$ cat config.mk
export PLATFORM = sky130hd
export DESIGN_NAME = bl_dimmer
export DESIGN_NICKNAME = d
export VERILOG_FILES = /design/src/rtl/bl_dim_pkg.sv /design/src/rtl/bl_level_ctrl.sv /design/src/rtl/bl_pwm_meter.sv /design/src/rtl/bl_pwm_gen.sv /design/src/rtl/bl_dimmer.sv
export SDC_FILE = /design/constraint.sdc
export NUM_CORES = 1
export LEC_CHECK = 0
export CAP_MARGIN = 20
export CORE_UTILIZATION = 54
export DETAILED_ROUTE_END_ITERATION = 8
export PLACE_DENSITY = 0.7
export SLEW_MARGIN = 0
export SYNTH_ARGS = -nofsm -noshare
export SYNTH_HDL_FRONTEND = slang
export SYNTH_SLANG_ARGS = --single-unit
$ cat constraint.sdc
create_clock -name clk -period 30.4 [get_ports clk]
set_input_delay 9.12 -clock clk [delete_from_list [all_inputs] [get_ports clk]]
set_output_delay 9.12 -clock clk [all_outputs]
set_load 0.005 [all_outputs]
$ cat src/rtl/bl_dim_pkg.sv
package bl_dim_pkg;
  localparam int LVL_W   = 4;
  localparam int LVL_MAX = (1 << LVL_W) - 1;

  typedef enum logic [1:0] {
    MD_INT  = 2'd0,
    MD_BYP  = 2'd1,
    MD_MUL  = 2'd2,
    MD_INTB = 2'd3
  } bl_mode_e;
endpackage

$ cat src/rtl/bl_level_ctrl.sv
module bl_level_ctrl
  import bl_dim_pkg::*;
(
  input  logic             clk,
  input  logic             rst_n,
  input  logic [LVL_W-1:0] init_level,
  input  logic             cmd_valid,
  output logic             cmd_ready,
  input  logic [LVL_W-1:0] cmd_level,
  input  logic             inc_btn,
  input  logic             dec_btn,
  output logic [LVL_W-1:0] lvl,
  output logic             save_req
);
  logic [2:0] up_sh, dn_sh;
  logic       up_edge, dn_edge, cmd_fire;
  logic [LVL_W-1:0] lvl_q, lvl_n;
  logic       save_q;

  assign cmd_ready = 1'b1;
  assign cmd_fire  = cmd_valid & cmd_ready;
  assign up_edge   = up_sh[1] & ~up_sh[2];
  assign dn_edge   = dn_sh[1] & ~dn_sh[2];

  always_comb begin
    lvl_n = lvl_q;
    if (cmd_fire)
      lvl_n = cmd_level;
    else if (up_edge && !dn_edge && lvl_q != LVL_W'(LVL_MAX))
      lvl_n = lvl_q + 1'b1;
    else if (dn_edge && !up_edge && lvl_q != '0)
      lvl_n = lvl_q - 1'b1;
  end

  always_ff @(posedge clk) begin
    if (!rst_n) begin
      up_sh  <= '0;
      dn_sh  <= '0;
      lvl_q  <= init_level;
      save_q <= 1'b0;
    end else begin
      up_sh  <= {up_sh[1:0], inc_btn};
      dn_sh  <= {dn_sh[1:0], dec_btn};
      lvl_q  <= lvl_n;
      save_q <= (lvl_n != lvl_q);
    end
  end

  assign lvl      = lvl_q;
  assign save_req = save_q;

  AST_SAVE_ON_CHANGE: assert property (@(posedge clk) disable iff (!rst_n)
    save_q |-> (lvl_q != $past(lvl_q)));

  AST_STEP_ONE: assert property (@(posedge clk) disable iff (!rst_n)
    !cmd_fire |=> ((lvl_q == $past(lvl_q)) ||
                   ({1'b0, lvl_q} == {1'b0, $past(lvl_q)} + 5'd1) ||
                   ({1'b0, lvl_q} + 5'd1 == {1'b0, $past(lvl_q)})));
endmodule

$ cat src/rtl/bl_pwm_meter.sv
module bl_pwm_meter #(
  parameter int CNT_W   = 16,
  parameter int TIMEOUT = 4000
) (
  input  logic             clk,
  input  logic             rst_n,
  input  logic             pwm_in,
  output logic             meas_ok,
  output logic [CNT_W-1:0] meas_per,
  output logic [CNT_W-1:0] meas_hi
);
  localparam logic [CNT_W-1:0] TO_CNT = CNT_W'(TIMEOUT);

  logic [2:0]       sh;
  logic             rise, seen_q, ok_q;
  logic [CNT_W-1:0] pc_q, hc_q, per_q, hi_q;

  assign rise = sh[1] & ~sh[2];

  always_ff @(posedge clk) begin
    if (!rst_n) begin
      sh <= '0; seen_q <= 1'b0; ok_q <= 1'b0;
      pc_q <= '0; hc_q <= '0; per_q <= '0; hi_q <= '0;
    end else begin
      sh <= {sh[1:0], pwm_in};
      if (rise) begin
        per_q  <= pc_q;
        hi_q   <= hc_q;
        pc_q   <= CNT_W'(1);
        hc_q   <= CNT_W'(1);
        seen_q <= 1'b1;
        ok_q   <= seen_q;
      end else begin
        if (pc_q < TO_CNT) pc_q <= pc_q + 1'b1;
        if (sh[1] && hc_q < TO_CNT) hc_q <= hc_q + 1'b1;
        if (pc_q >= TO_CNT) begin
          ok_q   <= 1'b0;
          seen_q <= 1'b0;
        end
      end
    end
  end

  assign meas_ok  = ok_q;
  assign meas_per = per_q;
  assign meas_hi  = hi_q;

  AST_IDLE_DROPS_OK: assert property (@(posedge clk) disable iff (!rst_n)
    (pc_q >= TO_CNT && !rise) |=> !ok_q);

  AST_MEAS_HI_BOUND: assert property (@(posedge clk) disable iff (!rst_n)
    ok_q |-> (hi_q <= per_q));
endmodule

$ cat src/rtl/bl_pwm_gen.sv
module bl_pwm_gen
  import bl_dim_pkg::*;
#(
  parameter int CNT_W = 16
) (
  input  logic             clk,
  input  logic             rst_n,
  input  logic [1:0]       mode,
  input  logic [LVL_W-1:0] lvl,
  input  logic [CNT_W-1:0] period_cfg,
  input  logic             meas_ok,
  input  logic [CNT_W-1:0] meas_per,
  input  logic [CNT_W-1:0] meas_hi,
  input  logic             pwm_in,
  output logic             pwm_out
);
  localparam int PW = CNT_W + LVL_W;

  bl_mode_e         mode_in, mode_q;
  logic [CNT_W-1:0] cnt_q, per_q, hi_q, per_n, base_n, hi_n;
  logic [PW-1:0]    prod;
  logic             last;

  assign mode_in = bl_mode_e'(mode);
  assign last    = ({1'b0, cnt_q} + 1'b1) >= {1'b0, per_q};

  always_comb begin
    case (mode_in)
      MD_BYP: begin
        per_n  = CNT_W'(1);
        base_n = '0;
      end
      MD_MUL: begin
        per_n  = meas_ok ? meas_per : CNT_W'(1);
        base_n = meas_ok ? meas_hi  : '0;
      end
      default: begin
        per_n  = (period_cfg == '0) ? CNT_W'(1) : period_cfg;
        base_n = per_n;
      end
    endcase
    prod = PW'(base_n) * PW'(lvl);
    hi_n = CNT_W'(prod / PW'(LVL_MAX));
  end

  always_ff @(posedge clk) begin
    if (!rst_n) begin
      mode_q <= MD_INT;
      cnt_q  <= '0;
      per_q  <= CNT_W'(1);
      hi_q   <= '0;
    end else if (last) begin
      mode_q <= mode_in;
      cnt_q  <= '0;
      per_q  <= (per_n == '0) ? CNT_W'(1) : per_n;
      hi_q   <= hi_n;
    end else begin
      cnt_q  <= cnt_q + 1'b1;
    end
  end

  always_comb begin
    case (mode_q)
      MD_BYP:  pwm_out = pwm_in;
      MD_MUL:  pwm_out = (cnt_q < hi_q) && meas_ok;
      default: pwm_out = (cnt_q < hi_q);
    endcase
  end

  AST_CFG_HOLD: assert property (@(posedge clk) disable iff (!rst_n)
    !last |=> ($stable(hi_q) && $stable(per_q) && $stable(mode_q)));

  AST_HIGH_WITHIN_PERIOD: assert property (@(posedge clk) disable iff (!rst_n)
    hi_q <= per_q);
endmodule

$ cat src/rtl/bl_dimmer.sv
module bl_dimmer #(
  parameter int CNT_W   = 16,
  parameter int TIMEOUT = 4000
) (
  input  logic             clk,
  input  logic             rst_n,
  input  logic [3:0]       init_level,
  input  logic             cmd_valid,
  output logic             cmd_ready,
  input  logic [3:0]       cmd_level,
  input  logic             inc_btn,
  input  logic             dec_btn,
  input  logic [1:0]       mode,
  input  logic [CNT_W-1:0] period_cfg,
  input  logic             pwm_in,
  output logic             pwm_out,
  output logic [3:0]       level,
  output logic             save_req,
  output logic [3:0]       save_level
);
  logic [3:0]       lvl;
  logic             meas_ok;
  logic [CNT_W-1:0] meas_per, meas_hi;

  bl_level_ctrl u_lvl (
    .clk(clk), .rst_n(rst_n), .init_level(init_level),
    .cmd_valid(cmd_valid), .cmd_ready(cmd_ready), .cmd_level(cmd_level),
    .inc_btn(inc_btn), .dec_btn(dec_btn), .lvl(lvl), .save_req(save_req)
  );

  bl_pwm_meter #(.CNT_W(CNT_W), .TIMEOUT(TIMEOUT)) u_meter (
    .clk(clk), .rst_n(rst_n), .pwm_in(pwm_in),
    .meas_ok(meas_ok), .meas_per(meas_per), .meas_hi(meas_hi)
  );

  bl_pwm_gen #(.CNT_W(CNT_W)) u_gen (
    .clk(clk), .rst_n(rst_n), .mode(mode), .lvl(lvl),
    .period_cfg(period_cfg), .meas_ok(meas_ok), .meas_per(meas_per),
    .meas_hi(meas_hi), .pwm_in(pwm_in), .pwm_out(pwm_out)
  );

  assign level      = lvl;
  assign save_level = lvl;
endmodule

==> results of run 1 <==
final timing paths:
kind / start / endpoint / depth (start not counted)
max: mode[0] / u_gen.hi_q[0]$_SDFFE_PN0P_ / 41
min: u_meter.sh[0]$_SDFF_PN0_ / u_meter.sh[1]$_SDFF_PN0_ / 1
max reg2reg: u_meter.meas_ok$_SDFFE_PN0P_ / u_gen.hi_q[0]$_SDFFE_PN0P_ / 37
min reg2reg: u_meter.sh[0]$_SDFF_PN0_ / u_meter.sh[1]$_SDFF_PN0_ / 1
stage by stage:
step           area (µm²)  util [%]
3_5_place_dp        11500      58.1
3_3_place_gp        11500      58.1
5_1_grt             12100      61.3
4_1_cts             12100      61.2
6_report            12100      61.3
2_1_floorplan       11000         -
metal layers:
metal  GRT usage [%]  wire length [µm]
met3            4.05              1020
met5               0                 0
met4            7.53               394
met1            38.0             13400
met2            45.5             12900
critical path, delay by kind of cell:
kind	cells	cell delay [ns]
AOI/OAI and AO/OA	15	4.17
adders and majority gates	5	2.20
buffers and inverters	4	0.81
muxes	2	1.05
and+or+nand+nor	15	5.19
cells in the final DEF, fill, tap and decap left out, types with 16 or more instances in the layout:
cell type,count
fa_1,28
nand2_1,158
nand4_1,22
ha_1,66
o21ai_0,53
xor2_1,32
nand2b_1,25
a21o_1,16
nor3_1,27
inv_1,96
a211oi_1,19
and3_1,33
clkdlybuf4s50_1,41
and2_1,57
a21oi_1,115
clkbuf_16,17
a22o_1,20
nand3_1,35
nor4_1,18
nor2_1,88
dfxtp_1,130
xnor2_1,34
nor2b_1,29
area by class of cell:
cell class,instances,area [µm²],area share (%)
clock buffers,17,425,3.52
repair buffers,49,483,4.00
flip-flops and latches,130,2600,21.5
multi-input cells,1101,7690,63.7
inverters,98,368,3.05
clock inverters,15,175,1.45
well taps,265,332,2.75
synthesized netlist by cell type, drive strengths merged, types with 8 or more instances:
cell type / instances
a211oi: 23
a21o: 16
a21oi: 118
a22o: 20
a22oi: 14
a31oi: 10
and2: 61
and3: 35
and4: 9
buf: 25
clkbuf: 50
dfxtp: 130
fa: 28
ha: 66
inv: 98
mux2i: 11
nand2: 158
nand2b: 25
nand3: 36
nand4: 23
nor2: 89
nor2b: 30
nor3: 29
nor4: 22
o211ai: 13
o21a: 10
o21ai: 60
o31ai: 8
or2: 8
or3: 11
xnor2: 34
xor2: 32
cell families (layout without fill, tap and decap cells):
kind of cell	Yosys count	in the layout
other cells	1	1
flops	130	130
compound gates	375	375
mux	14	14
xor+xnor	66	66
simple gates	548	548
fa+ha+maj	97	97
buf+inv	173	179
state kept, by name, indices dropped and copies added, names as in the netlist:
name and count:
u_meter.meas_ok 1, u_meter.sh 3, u_lvl.lvl 4, u_meter.meas_per 16, u_meter.meas_hi 16, u_meter.pc_q 16
u_gen.per_q 16, u_lvl.dn_sh 3, u_gen.mode_q 2, u_meter.seen_q 1, u_lvl.up_sh 3, u_gen.hi_q 16
u_meter.hc_q 16, u_lvl.save_req 1, u_gen.cnt_q 16
power by group through the flow:
stage | Clock [W] | Sequential [W] | Combinational [W]
CTS | 0.000212 | 0.000194 | 0.000969
global placement | 0 | 0.000197 | 0.000956
floorplan | 0 | 0.000193 | 0.000784
detailed placement | 0 | 0.000198 | 0.000962
global route | 0.000221 | 0.000195 | 0.00109
finish | 0.000210 | 0.000194 | 0.000983
==> reports/results.txt, run 1 <==
Register area share after synthesis: 23.7%
Diodes inserted: 0
Largest net degree at the start of global routing: 58
Synth top area share: 23.7%
Place WS: 7.82 ns
Multiplexer share of the synthesized area: 1.38%
# setup viols final: 0
Critical Path Slowest Stage Cell: and3_1
Critical Path Sink Type: flop
Die ar.: 20900 µm²
Clk_lat worst skew: 0.44 ns
Hold WC Path Type: flop to flop
Post-Syn Instances: 1404
Setup TNS: 0 ns
I/O Pins: 43
Synth area leaders: dfxtp_1, ha_1, nand2_1
Die H: 145 µm
Minimum clock period: 22.26 ns
Fmax achieved: 44.9 MHz
Maxcap violations: 0
Max VDD drop: 0.0000861 V
Final RePlAce weighted congestion: 0.914
GRT Residual Overflow: 0
Row count: 51
Setup Crit Path Kind: input port to flop
Crit Path Max Fanout: 30
Num CTS Buffers: 17
Core Box Area: 19700 µm²
Main combinational cell family by area after synthesis: simple AND/OR/NAND/NOR gates
CTS clk-pin slew, worst paths: 0.06 ns
Sink Count: 130
TritonRoute pass-1 iters: 5
Crit start category: input port
Cell taking the most area after synthesis: dfxtp_1
NetSw: 0.000724 W
Simple-gate share of the synthesized area: 26.3%
Outcome: complete, no violations
Worst hold slack: 0.440 ns
Fin Clk Skew: 0.0151 ns
Antenna-violating nets left: 0
Reg power frac: 14.0%
Die X: 145 µm
Net Count, Synth: 1530
Pleak: 4.78 nW
Fillers: 1836
Vias per cell: 5.96
Syn Area/Cell: 7.84 µm²
Via count: 9986
Synth warn: 0
HPWL after detailed placement: 20.8 mm
Worst Tran Pin Value: 0.988 ns
Initial DRC Count: 545
Cts-stage hold buffer count: 0
Reg-to-reg slack, setup: 17.53 ns
Final worst slack: 8.14 ns
Starting density of the core: 55.8%
Post-synthesis cell area: 11000 µm²
# Post-CTS Setup Buffers: 0
Largest stage delay, worst path: 0.82 ns
Crit path required time: 30.72 ns
Slew headroom: 34.1%
Root buffer cell: clkbuf_16
Share of layout cells above drive strength 1: 7.09%
Compound-Gate Fraction of Synth Area: 24.1%
Post-Route WL: 27.8 mm
Synthesized flop and latch total: 130
Logic pwr share: 70.9%
Fin nets: 1523
Synth unique cells: 106
Total power: 0.00139 W
WL per Instance: 16.6 µm
Vias in the first global route: 9212
Placed cell count: 1642
Post-synthesis adder-cell area fraction: 12.9%
WP data arrival: 22.58 ns
Area growth syn-to-layout: 9.78%
Clock share of power: 15.1%
Final count of hold timing violations: 0
Total GRT Usage: 27.8%
EDFF count, synth: 0
Pwr/cell area: 115 nW/µm²
Xor and xnor fraction of the mapped netlist area: 5.25%
Internal power: 0.000663 W
Main synth FF type: dfxtp_1
H-tree Lvls: 4
CTS tree: built
IO buf count: 41
RSZ-0062 raised after global routing: no
Switching share of power: 52.2%
Fin crit share: 73.2%
Fraction of registers with async set/reset: 0%
PostCTS Resize Cnt: 0
Initial antenna violation count: 0
Clk buf depth: 2
Drt drc: 0
Max-slew violation count: 0
Final std cells w/o fill: 1675
First-pass GRT wire length: 45.9 mm
(Power assumes the default switching activity.)
==> run 2, diff against run 1 <==
Settings changed: PLACE_DENSITY 0.7 to 0.73.
Clock period 30.4 ns to 18.8 ns, I/O delays scaled along.
==> reports/results.txt, run 2 (same netlist as run 1, synthesis figures left out) <==
Outcome: complete, no violations
Area growth syn-to-layout: 10.4%
TritonRoute pass-1 iters: 7 (+2)
Max-slew violation count: 0 (unchanged)
GR Layer Usage met1: 36.5% (-1.5 points)
Die H: 145 µm (unchanged)
Register area: 2600 µm² (unchanged)
Most frequent cells in the layout: nand2_1, dfxtp_1, a21oi_1
Vias per cell: 6.06 (+1.7%)
Row count: 51 (unchanged)
Fin crit share: 95.3%
Num CTS Buffers: 17 (unchanged)
Worst Tran Pin Value: 1.06 ns (+0.0687 ns)
Sink Count: 130 (unchanged)
CTS clk-pin slew, worst paths: 0.06 ns (about the same)
Starting density of the core: 55.8% (unchanged)
Fin nets: 1526 (+0.20%)
Setup TNS: 0 ns (unchanged)
Multi-input logic area: 7740 µm² (+0.67%)
Root buffer cell: clkbuf_16
H-tree Lvls: 4 (unchanged)
Crit path required time: 19.16 ns (-11.56 ns)
WL per Instance: 16.5 µm (-0.73%)
Post-Route WL: 27.6 mm (-0.62%)
Slew headroom: 29.4% (-4.7 points)
Diodes inserted: 0 (unchanged)
CP delay by family, top: compound AO/OA/AOI/OAI gates
Crit Path Max Fanout: 30 (unchanged)
Largest stage delay, worst path: 0.65 ns (-0.17 ns)
Hold WC Path Type: flop to flop
Setup Crit Path Kind: input port to flop
Most used cell, CP: inv_1
Vias in the first global route: 9282 (+0.76%)
# setup viols final: 0 (unchanged)
GRT Residual Overflow: 0 (unchanged)
Fmax achieved: 55.8 MHz
Final core utilization: 61.6% (+0.32 points)
Worst r2r src: u_meter.meas_ok$_SDFFE_PN0P_
Clk_lat worst skew: 0.42 ns (-0.02 ns)
Maxcap violations: 0 (unchanged)
Core Box Area: 19700 µm² (unchanged)
Clk buf depth: 2 (unchanged)
Critical Path Sink Type: flop
Initial DRC Count: 587 (+7.7%)
Drt drc: 0 (unchanged)
Commonest non-fill, non-tap cell in the layout: nand2_1
Max VDD drop: 0.000175 V (+100%)
Final RePlAce weighted congestion: 0.954 (+4.3%)
I/O Pins: 43 (unchanged)
Pleak: 4.79 nW (+0.12%)
Die ar.: 20900 µm² (unchanged)
GRT busiest layer: met2
Fillers: 1801 (-1.9%)
Crit start category: input port
Pwr/cell area: 190 nW/µm² (+65%)
IO buf count: 41 (unchanged)
Met3 Use GR: 3.32% (-0.72 points)
WP data arrival: 18.28 ns (-4.30 ns)
HPWL after detailed placement: 20.6 mm (-0.87%)
Cts-stage hold buffer count: 0 (unchanged)
CTS tree: built
Buf+Inv Stages, Crit Path: 6 (+2)
GR Layer Usage met2: 45.1% (-0.40 points)
Critical Path Slowest Stage Cell: o41ai_2
Via count: 10.2k (+1.8%)
Antenna-violating nets left: 0 (unchanged)
RSZ-0062 raised after global routing: no
Final count of hold timing violations: 0 (unchanged)
Largest net degree at the start of global routing: 58 (unchanged)
Fin Clk Skew: 0.0107 ns (-0.00440 ns)
Critical path launch point: mode[0]
Min-delay src: u_lvl.dn_sh[0]$_SDFF_PN0_
Share of layout cells above drive strength 1: 7.79% (+0.70 points)
Die X: 145 µm (unchanged)
Initial antenna violation count: 0 (unchanged)
Minimum clock period: 17.92 ns
Total GRT Usage: 27.2% (-0.53 points)
First-pass GRT wire length: 45.4 mm (-1.0%)
## run 2: repair_timing
item / CTS / global route
setup buffers: 0 / 2
endpoints found under the setup margin: 0 / 2
resized for setup: 0 / 12
## run 2: where the power goes
part           switching [W]  total [W]  internal (W)
combinational        0.00104    0.00165      0.000612
clock               0.000132   0.000341      0.000210
sequential         0.0000155   0.000313      0.000298
total                0.00119    0.00231       0.00112
## run 2: cell type report
class	instances	share of cell area, %
inverter	98	3.03
clock inverter	14	1.46
tap	265	2.73
timing repair buffer	52	4.06
clock buffer	17	3.50
multi-input combinational	1101	63.8
sequential	130	21.4
## run 2: stage by stage
step	hold WS [ns]	cells	area [µm²]	power, W	setup slack [ns]
2_1_floorplan	0.412	1404	11000	0.00158	2.18
3_3_place_gp	0.414	1644	11500	0.00186	0.477
3_5_place_dp	0.418	1644	11500	0.00187	0.0792
4_1_cts	0.432	1675	12100	0.00222	0.452
5_1_grt	0.440	1677	12100	0.00248	0.126
6_report	0.431	1677	12100	0.00231	0.882
## run 2: per-layer routing
metal	share of wire (%)	up-vias	wire length, µm
met5	0	-	0
met4	2.1	0	570
met3	4.5	44	1250
met2	46	313	12800
met1	47	4783	13000
li1	-	5026	-
## run 2: final timing paths
kind / end / slack [ns] / depth (start not counted)
min reg2reg: u_lvl.dn_sh[1]$_SDFF_PN0_ / 0.43 / 1
min: u_lvl.dn_sh[1]$_SDFF_PN0_ / 0.43 / 1
max reg2reg: u_gen.hi_q[0]$_SDFFE_PN0P_ / 6.97 / 38
max: u_gen.hi_q[0]$_SDFFE_PN0P_ / 0.88 / 43
## run 2: worst reg2reg max path: cells and delay by family (launching register included)
kind / cells / cell delay (ns)
xor+xnor: 1 / 0.17
fa+ha+maj: 4 / 1.68
compound gates: 16 / 5.22
simple gates: 14 / 3.88
flops: 1 / 0.44
buf+inv: 2 / 0.23
mux: 1 / 0.14
==> run 3, diff against run 2 <==
Settings changed: PLACE_DENSITY 0.73 to 0.7.
Clock period 18.8 ns to 19.15 ns, I/O delays scaled along.
==> reports/results.txt, run 3 (same netlist as run 1, synthesis figures left out) <==
Max-slew violation count: 0 (unchanged)
Core Box Area: 19700 µm² (unchanged)
Setup TNS: 0 ns (unchanged)
Die ar.: 20900 µm² (unchanged)
Antenna-violating nets left: 0 (unchanged)
Initial antenna violation count: 0 (unchanged)
# setup viols final: 0 (unchanged)
Largest net degree at the start of global routing: 58 (unchanged)
Fin crit share: 95.0%
Reg power frac: 14.1% (+0.5 points)
Root buffer cell: clkbuf_16
Fin nets: 1523 (-0.20%)
Commonest non-fill, non-tap cell in the layout: nand2_1
Setup Crit Path Kind: input port to flop
Max VDD drop: 0.000148 V (-15%)
Sink Count: 130 (unchanged)
First-pass GRT wire length: 46.1 mm (+1.5%)
Minimum clock period: 18.19 ns
Die H: 145 µm (unchanged)
Crit start category: input port
Fin Clk Skew: 0.00980 ns (-0.000931 ns)
Clk_lat worst skew: 0.42 ns (about the same)
Vias in the first global route: 9362 (+0.86%)
Place WS: 0.130 ns (+0.0507 ns)
Row count: 51 (unchanged)
Clk buf depth: 2 (unchanged)
Maxcap violations: 0 (unchanged)
Crit path required time: 19.46 ns (+0.30 ns)
GRT Residual Overflow: 0 (unchanged)
Post-Route WL: 27.6 mm (+0.16%)
Fmax achieved: 55.0 MHz
Pwr/cell area: 181 nW/µm² (-4.8%)
WL per Instance: 16.5 µm (+0.28%)
Most frequent cells in the layout: nand2_1, dfxtp_1, a21oi_1
CTS tree: built
Logic pwr share: 71.4% (-0.2 points)
Pleak: 4.77 nW (-0.40%)
Starting density of the core: 55.8% (unchanged)
Area growth syn-to-layout: 9.56%
CTS clk-pin slew, worst paths: 0.06 ns (about the same)
Final RePlAce weighted congestion: 0.889 (-6.8%)
Crit Path Max Fanout: 30 (unchanged)
Worst Tran Pin Value: 1.07 ns (+0.0177 ns)
Final worst slack: 0.957 ns (+0.0749 ns)
Final count of hold timing violations: 0 (unchanged)
Total power: 0.00218 W (-5.5%)
Via count: 10.1k (-0.45%)
NetSw: 0.00113 W (-4.5%)
Hold WC Path Type: flop to flop
HPWL after detailed placement: 20.7 mm (+0.29%)
Initial DRC Count: 560 (-4.6%)
Die X: 145 µm (unchanged)
H-tree Lvls: 4 (unchanged)
Critical Path Sink Type: flop
Cts-stage hold buffer count: 0 (unchanged)
I/O Pins: 43 (unchanged)
TritonRoute pass-1 iters: 5 (-2)
Drt drc: 0 (unchanged)
Num CTS Buffers: 17 (unchanged)
Slew headroom: 28.3% (-1.1 points)
Most used cell, CP: inv_1
Largest stage delay, worst path: 0.61 ns (-0.04 ns)
Total GRT Usage: 27.6% (+0.41 points)
Outcome: complete, no violations
RSZ-0062 raised after global routing: no
Diodes inserted: 0 (unchanged)
Clock share of power: 14.5% (-0.3 points)
CP delay by family, top: simple AND/OR/NAND/NOR gates
WP data arrival: 18.50 ns (+0.22 ns)
Critical Path Slowest Stage Cell: nor2_1
Share of layout cells above drive strength 1: 7.23% (-0.56 points)
Vias per cell: 6.04 (-0.33%)
Switching share of power: 52.0% (+0.55 points)
IO buf count: 41 (unchanged)
Buf+Inv Stages, Crit Path: 5 (-1)
Internal power: 0.00105 W (-6.6%)
run 3: cell count changes in the layout (fill, tap and decap cells not counted), sizes merged:
cell,previous run,this run
clkinv,4,8
clkinvlp,3,0
clkbuf,17,19
bufinv,3,1
buf,11,8
run 3: routing by layer:
| layer | vias up | wire (µm) | global-route usage, % |
|---|---|---|---|
| met2 | 268 | 12900 | 45.2 |
| met5 | - | 0 | 0 |
| met3 | 36 | 1300 | 3.55 |
| met1 | 4794 | 12900 | 38.2 |
| met4 | 0 | 452 | 7.59 |
| li1 | 5022 | - | - |
run 3: path summary, 6_finish.rpt:
kind,startpoint,endpoint,slack [ns],depth (start not counted)
worst max-delay path,mode[0],u_gen.hi_q[0]$_SDFFE_PN0P_,0.96,42
worst min-delay path,u_lvl.dn_sh[0]$_SDFF_PN0_,u_lvl.dn_sh[1]$_SDFF_PN0_,0.43,1
worst max register to register,u_meter.meas_ok$_SDFFE_PN0P_,u_gen.hi_q[0]$_SDFFE_PN0P_,7.05,37
worst min register to register,u_lvl.dn_sh[0]$_SDFF_PN0_,u_lvl.dn_sh[1]$_SDFF_PN0_,0.43,1
run 3: power by group through the flow:
stage               logic [W]  registers, W  clock network (W)
floorplan             0.00124      0.000306                  0
finish                0.00156      0.000308           0.000316
detailed placement    0.00152      0.000313                  0
global placement      0.00153      0.000313                  0
global route          0.00173      0.000310           0.000330
CTS                   0.00153      0.000308           0.000319
run 3: through the flow:
step	cells	utilization, %	hold slack [ns]	area, µm²
CTS	1675	61.0	0.433	12000
global placement	1643	58.1	0.415	11500
finish	1675	61.1	0.431	12100
global route	1675	61.1	0.445	12100
floorplan	1404	-	0.412	11000
detailed placement	1643	58.1	0.419	11500
run 3: final cells by class:
class / count / area (µm²)
Clock buffer: 19 / 443
Clock inverter: 13 / 126
Fill cell: 1806 / 7660
Inverter: 98 / 368
Multi-Input combinational cell: 1101 / 7710
Sequential cell: 130 / 2600
Tap cell: 265 / 332
Timing Repair Buffer: 49 / 470
run 3: repair_timing:
| action | CTS | global route |
|---|---|---|
| resized for setup | 0 | 5 |
| hold endpoints to repair | 0 | 0 |
| setup endpoints to repair | 0 | 2 |
| buffers inserted | 0 | 0 |
run 3: worst reg2reg max path: cells and delay by family, from the launching register on:
family	cells	cell delay, ns
AOI/OAI and AO/OA	12	4.13
DFF	1	0.45
buffers and inverters	1	0.06
xor gates and xnor gates	1	0.17
adders and majority gates	4	1.69
and+or+nand+nor	19	5.51
